[config.mk]
export PLATFORM = sky130hd
export DESIGN_NAME = cpu_status_reg
export DESIGN_NICKNAME = d
export VERILOG_FILES = /design/src/rtl/psr_pkg.sv /design/src/rtl/psr_model_filter.sv /design/src/rtl/psr_alu_merge.sv /design/src/rtl/psr_src_sel.sv /design/src/rtl/cpu_status_reg.sv
export SDC_FILE = /design/constraint.sdc
export NUM_CORES = 1
export LEC_CHECK = 0
export BUFFER_PORTS_ARGS = -buffer_cell sky130_fd_sc_hd__buf_2
export CAP_MARGIN = 20
export CORE_ASPECT_RATIO = 0.9
export CORE_MARGIN = 2
export CORE_UTILIZATION = 37
export CTS_CLUSTER_DIAMETER = 60
export CTS_CLUSTER_SIZE = 16
export DETAILED_ROUTE_END_ITERATION = 12
export PLACE_DENSITY = 0.79
export SETUP_SLACK_MARGIN = 0.02
export SYNTH_ARGS = -nofsm -noshare
export SYNTH_HDL_FRONTEND = slang
export SYNTH_SLANG_ARGS = --single-unit
export TNS_END_PERCENT = 20
[constraint.sdc]
create_clock -name clk -period 1.45 [get_ports clk]
set_input_delay 0.435 -clock clk [delete_from_list [all_inputs] [get_ports clk]]
set_output_delay 0.435 -clock clk [all_outputs]
set_load 0.01 [all_outputs]
[src/rtl/psr_pkg.sv]
package psr_pkg;

    localparam int unsigned PSR_W    = 32;
    localparam int unsigned HALF_W   = 16;
    localparam int unsigned BYTE_W   = 8;
    localparam int unsigned ALU_NF   = 6;
    localparam int unsigned LVL_W    = 2;

    typedef logic [PSR_W-1:0] psr_word_t;

    typedef enum logic [LVL_W-1:0] {
        LVL_LEGACY16  = 2'd0,
        LVL_PROT16    = 2'd1,
        LVL_CORE32    = 2'd2,
        LVL_CORE32_AC = 2'd3
    } core_lvl_e;

    // Flag positions that downstream decode depends on
    localparam int unsigned POS_CF   = 0;
    localparam int unsigned POS_ONE  = 1;
    localparam int unsigned POS_PF   = 2;
    localparam int unsigned POS_AF   = 4;
    localparam int unsigned POS_ZF   = 6;
    localparam int unsigned POS_SF   = 7;
    localparam int unsigned POS_TF   = 8;
    localparam int unsigned POS_IE   = 9;
    localparam int unsigned POS_DF   = 10;
    localparam int unsigned POS_OF   = 11;
    localparam int unsigned POS_PRV0 = 12;
    localparam int unsigned POS_PRV1 = 13;
    localparam int unsigned POS_NT   = 14;
    localparam int unsigned POS_B15  = 15;
    localparam int unsigned POS_X16  = 16;
    localparam int unsigned POS_X17  = 17;
    localparam int unsigned POS_ALN  = 18;
    localparam int unsigned POS_X19  = 19;
    localparam int unsigned POS_X20  = 20;
    localparam int unsigned POS_IDB  = 21;

    function automatic psr_word_t bit_at(int unsigned p);
        return psr_word_t'(1) << p;
    endfunction

    localparam psr_word_t BASE_RW = bit_at(POS_CF) | bit_at(POS_PF) | bit_at(POS_AF)
                                  | bit_at(POS_ZF) | bit_at(POS_SF) | bit_at(POS_TF)
                                  | bit_at(POS_IE) | bit_at(POS_DF) | bit_at(POS_OF);
    localparam psr_word_t SYS16_RW = bit_at(POS_PRV0) | bit_at(POS_PRV1) | bit_at(POS_NT);
    localparam psr_word_t EXT32_RW = bit_at(POS_X16) | bit_at(POS_X17)
                                   | bit_at(POS_X19) | bit_at(POS_X20);
    localparam psr_word_t L3_RW    = bit_at(POS_ALN) | bit_at(POS_IDB);
    localparam psr_word_t LEGACY_ONES = SYS16_RW | bit_at(POS_B15);
    localparam psr_word_t RESET_RAW   = bit_at(POS_ONE);

    // Register position of ALU flag lane i
    function automatic int unsigned alu_flag_pos(int unsigned i);
        case (i)
            0: return POS_CF;
            1: return POS_PF;
            2: return POS_AF;
            3: return POS_ZF;
            4: return POS_SF;
            default: return POS_OF;
        endcase
    endfunction

    function automatic psr_word_t lvl_writable(core_lvl_e l);
        psr_word_t m;
        m = BASE_RW;
        if (l != LVL_LEGACY16) m = m | SYS16_RW;
        if (l == LVL_CORE32 || l == LVL_CORE32_AC) m = m | EXT32_RW;
        if (l == LVL_CORE32_AC) m = m | L3_RW;
        return m;
    endfunction

    function automatic psr_word_t lvl_forced(core_lvl_e l);
        psr_word_t m;
        m = bit_at(POS_ONE);
        if (l == LVL_LEGACY16) m = m | LEGACY_ONES;
        return m;
    endfunction

    typedef struct packed {
        logic                word_ld;
        logic                word_wide;
        psr_word_t           word_data;
        logic                byte_ld;
        logic [BYTE_W-1:0]   byte_data;
        logic                dir_clr;
        logic                dir_set;
        logic [ALU_NF-1:0]   alu_mask;
    } psr_cmd_t;

endpackage

[src/rtl/psr_model_filter.sv]
module psr_model_filter
    import psr_pkg::*;
(
    input  core_lvl_e lvl,
    input  psr_word_t raw,
    output psr_word_t clean
);
    psr_word_t wr_m;
    psr_word_t one_m;

    always_comb begin
        wr_m  = lvl_writable(lvl);
        one_m = lvl_forced(lvl);
    end

    for (genvar b = 0; b < PSR_W; b++) begin : g_bit
        assign clean[b] = one_m[b] | (raw[b] & wr_m[b]);
    end
endmodule

[src/rtl/psr_alu_merge.sv]
module psr_alu_merge
    import psr_pkg::*;
(
    input  psr_word_t         cur,
    input  logic [ALU_NF-1:0] mask,
    input  logic [ALU_NF-1:0] flags,
    output psr_word_t         merged
);
    psr_word_t sel_m;
    psr_word_t val_m;

    for (genvar i = 0; i < ALU_NF; i++) begin : g_lane
        localparam int unsigned P = alu_flag_pos(i);
        assign sel_m[P] = mask[i];
        assign val_m[P] = flags[i];
    end

    // Non-flag lanes are never selected
    for (genvar b = 0; b < PSR_W; b++) begin : g_fill
        if (b != POS_CF && b != POS_PF && b != POS_AF &&
            b != POS_ZF && b != POS_SF && b != POS_OF) begin : g_nf
            assign sel_m[b] = 1'b0;
            assign val_m[b] = 1'b0;
        end
    end

    assign merged = (cur & ~sel_m) | (val_m & sel_m);
endmodule

[src/rtl/psr_src_sel.sv]
module psr_src_sel
    import psr_pkg::*;
(
    input  psr_cmd_t  cmd,
    input  psr_word_t cur,
    input  psr_word_t alu_merged,
    output psr_word_t nxt
);
    always_comb begin
        nxt = cur;
        if (cmd.word_ld) begin
            if (cmd.word_wide)
                nxt = cmd.word_data;
            else
                nxt = {cur[PSR_W-1:HALF_W], cmd.word_data[HALF_W-1:0]};
        end else if (cmd.byte_ld) begin
            nxt = {cur[PSR_W-1:BYTE_W], cmd.byte_data};
        end else if (cmd.dir_clr || cmd.dir_set) begin
            nxt[POS_DF] = cmd.dir_set;
        end else if (|cmd.alu_mask) begin
            nxt = alu_merged;
        end
    end
endmodule

[src/rtl/cpu_status_reg.sv]
module cpu_status_reg
    import psr_pkg::*;
(
    input  logic              clk,
    input  logic              rst,
    input  logic [1:0]        model_lvl,
    input  logic [5:0]        alu_mask,
    input  logic [5:0]        alu_flags,
    input  logic              dir_clr,
    input  logic              dir_set,
    input  logic              byte_ld,
    input  logic [7:0]        byte_ld_data,
    output logic [7:0]        byte_st_data,
    input  logic              word_ld,
    input  logic              word_wide,
    input  logic [31:0]       word_ld_data,
    output logic [31:0]       word_st_data
);
    core_lvl_e lvl;
    psr_cmd_t  cmd;
    psr_word_t state_q;
    psr_word_t alu_w;
    psr_word_t nxt_raw;
    psr_word_t nxt_clean;
    psr_word_t rst_clean;
    psr_word_t view;

    assign lvl = core_lvl_e'(model_lvl);

    always_comb begin
        cmd.word_ld   = word_ld;
        cmd.word_wide = word_wide;
        cmd.word_data = word_ld_data;
        cmd.byte_ld   = byte_ld;
        cmd.byte_data = byte_ld_data;
        cmd.dir_clr   = dir_clr;
        cmd.dir_set   = dir_set;
        cmd.alu_mask  = alu_mask;
    end

    psr_alu_merge u_alu (
        .cur    (state_q),
        .mask   (alu_mask),
        .flags  (alu_flags),
        .merged (alu_w)
    );

    psr_src_sel u_sel (
        .cmd        (cmd),
        .cur        (state_q),
        .alu_merged (alu_w),
        .nxt        (nxt_raw)
    );

    psr_model_filter u_wr_filt (.lvl(lvl), .raw(nxt_raw),   .clean(nxt_clean));
    psr_model_filter u_rs_filt (.lvl(lvl), .raw(RESET_RAW), .clean(rst_clean));
    psr_model_filter u_rd_filt (.lvl(lvl), .raw(state_q),   .clean(view));

    always_ff @(posedge clk) begin
        if (rst) state_q <= rst_clean;
        else     state_q <= nxt_clean;
    end

    assign word_st_data = view;
    assign byte_st_data = view[BYTE_W-1:0];

    // ---------------- assertions ----------------
    assert_fixed_bits_R2: assert property (@(posedge clk) disable iff (rst)
        word_st_data[1] && !word_st_data[3] && !word_st_data[5] && word_st_data[31:22] == '0);

    assert_legacy_high_R3: assert property (@(posedge clk) disable iff (rst)
        (model_lvl == 2'd0) |-> word_st_data[15:12] == 4'hF);

    assert_prot_b15_R4: assert property (@(posedge clk) disable iff (rst)
        (model_lvl != 2'd0) |-> !word_st_data[15]);

    assert_narrow_upper_R5: assert property (@(posedge clk) disable iff (rst)
        (model_lvl < 2'd2) |-> word_st_data[31:16] == '0);

    assert_l3_only_bits_R6: assert property (@(posedge clk) disable iff (rst)
        (model_lvl != 2'd3) |-> (!word_st_data[18] && !word_st_data[21]));

    assert_dir_set_R7: assert property (@(posedge clk) disable iff (rst)
        (dir_set && !word_ld && !byte_ld) |=> word_st_data[10]);

    assert_dir_clr_R7: assert property (@(posedge clk) disable iff (rst)
        (dir_clr && !dir_set && !word_ld && !byte_ld) |=> !word_st_data[10]);

    assert_byte_upper_R8: assert property (@(posedge clk) disable iff (rst)
        (byte_ld && !word_ld) |=>
        (word_st_data[31:8] == $past(word_st_data[31:8]) || model_lvl != $past(model_lvl)));

    assert_half_upper_R9: assert property (@(posedge clk) disable iff (rst)
        (word_ld && !word_wide) |=>
        (word_st_data[31:16] == $past(word_st_data[31:16]) || model_lvl != $past(model_lvl)));

    assert_idle_hold_R11: assert property (@(posedge clk) disable iff (rst)
        (!word_ld && !byte_ld && !dir_clr && !dir_set && alu_mask == '0) |=>
        ($stable(word_st_data) || model_lvl != $past(model_lvl)));
endmodule

==> metrics <==
crit path setup slack, layout=0.0416 ns; Iteration-0 DRC Markers=24; DRT Wirelength=2.72 mm; commonest register cell after synthesis=dfxtp_1; flip-flop and latch count after synthesis=18; number of placement rows=19; post-detailed-placement half-perimeter wirelength=2.06 mm; met3 track utilization from global routing=0.0401; Die X-Extent=62.7 µm; type of element capturing the critical path=output pin; post-layout instance area=1520 µm²; most repeated cell in the gate-level netlist after synthesis=buf_4; Detail Route Antenna Nets=0; clock latency on the worst-skew pair=0.29 ns; # clock sinks=18; via/cell ratio=4.55; share of Yosys cell area claimed by the top area cell type=0.314; total cell area at the placement stage=1420 µm²; cell at the slowest stage of the critical path=and3_1; post-synthesis cell count=142; cell count after placement=241; Slew Limit Fails=0; kind of start point of the critical path=primary input; IR drop worst, VDD=491 µV; leading cell types by total area after synthesis=dfxtp_1 31%, buf_4 16%, mux2i_1 9.6%; total overflow reported by the global router=0; category of the critical setup timing path=in -> out; area leader, netlist=dfxtp_1; Maximum Capacitance Violations=0; path category of the worst min-delay check=in -> reg; post-synthesis cell type count=29; layout cells sized above 1=0.461; status=completed; number of antenna violations at the first check in global routing=0; CP required=1.02 ns; number of cells traversed by the worst hold path=3; Synth top cells by count=25 x buf_4, 18 x dfxtp_1, 13 x nor2_1; sequential cell area fraction in the yosys report=0.314; hold slack final=0.369 ns; global placer's final weighted congestion=0.837; number of inserted diodes=0; number of nets in the finished design=266; Max FO, Critical Path=6; first-pass GRT wire length=4.22 mm; met2 Use GR=0.264; TritonCTS clock tree=yes; number of global-route vias before repair=973; number of endpoints failing setup at the final stage=0; post-synthesis cell area=1150 µm²; maximum number of pins on one net before global-route repair=16; CTS hold repair buffers=0; Initial DRT Pass Iterations=4; r2r worst-path depth=3; count of vias placed by the detailed router=1,119; clock transition at the registers of the reported paths=0.11 ns; DIE AREA=3560 µm²; synthesis-to-finish area growth=33.0%; sum of negative setup slack=0 ns; port buffer count=67; maximum operating frequency=710 MHz; combined global-route utilization of all metal layers=0.146; Setup Slack @ Placement=0.0208 ns; clk_skew=0 ns; Yosys warning total=0; number of top-level pins=101; power density over the cells=774 nW/µm²; cells along the critical path=buf_4 -> buf_6 -> and3_1 -> buf_2; number of cells in the finished layout apart from fillers=246; Post-synth EDFFs=0; leakage power figure=0.783 nW; library cell used as clock root buffer=clkbuf_4; fraction of the cycle the final worst path needs=0.971; routed length per instance=11.1 µm; Critical Path AT=0.97 ns; most heavily used metal layer in global routing=met2; largest stage delay on the critical path=0.15 ns; DRC violations left=0; average footprint of a synthesized cell=8.07 µm²; minimum clock period after layout=1.41 ns; number of buffers created by CTS=3; final-report hold violation count=0; number of buffers on the longest clock path=2; number of levels the H-tree was split into=1; starting density of the core=0.383; share of flip-flops with an asynchronous set or reset after synthesis=0; Die Ht=56.8 µm; floorplan core area=3000 µm²; setup repair after global routing missed its margin=true; fraction of met1 tracks used by global routing=0.176
[per-stage QoR]
step           utilization  power [mW]
2_1_floorplan            -       0.766
3_3_place_gp         0.475       0.845
3_5_place_dp         0.475       0.847
4_1_cts              0.498        1.19
5_1_grt              0.509        1.25
6_report             0.509        1.18
[power breakdown]
| part | internal, mW | leakage [nW] | total, mW | switching, mW |
|---|---|---|---|---|
| registers | 0.526 | 0.149 | 0.542 | 0.0169 |
| clock network | 0.153 | 0.0210 | 0.313 | 0.160 |
| logic | 0.161 | 0.613 | 0.324 | 0.162 |
[critical path: cells and delay by family]
| kind | cells | cell delay, ns |
|---|---|---|
| AND/OR/NAND/NOR | 1 | 0.15 |
| buffers and inverters | 3 | 0.39 |
[metal layers]
layer	vias to the layer above	wire length, µm	share of wire
li1	573	-	-
met2	39	1370	0.50
met1	505	1180	0.43
met4	0	15	0.0055
met3	2	159	0.058
met5	-	0	0
[worst paths after layout]
path | from | endpoint | slack [ns]
max | model_lvl[0] | word_st_data[21] | 0.04
max reg2reg | state_q[11] | state_q[11] | 0.51
min reg2reg | state_q[17] | state_q[17] | 0.46
min | word_ld_data[9] | state_q[9] | 0.37
[layout by cell type (no fill, tap or decap), types with 2 or more instances in the layout]
cell and instances:
and2_1 4, nor2b_1 3, inv_1 3, buf_6 5, o21ai_0 4, clkbuf_4 3, mux2i_1 11, conb_1 16
a221oi_1 3, buf_2 62, buf_4 7, dfxtp_1 14, a22oi_1 2, a21oi_1 11, nand2_1 9, nand3b_1 3
nor2_1 12, or2_4 4, nand3_1 5, nor3_1 2, o22ai_1 3, nor2_2 2, dfxtp_2 4, a21oi_2 3
[layout make-up]
cell class / instances / area, µm²
fill: 314 / 1470
multi-input combinational: 104 / 619
timing repair buffer: 75 / 439
sequential: 18 / 365
tap: 42 / 52.6
clock buffer: 4 / 36.3
inverter: 3 / 11.3
[what timing repair did]
item	4_1_cts	5_1_grt
endpoints found under the setup margin	3	9
pin swaps	1	2
gates resized for setup	10	7
setup buffers	0	1
[logic make-up after synthesis]
family          count (synthesis)  share of synthesized area
simple gates                   48                      0.212
mux                            11                     0.0961
compound gates                 29                      0.163
other cells                     2                    0.00655
buf+inv                        34                      0.209
flops                          18                      0.314
No activity file was read; power rests on OpenSTA's default activity.
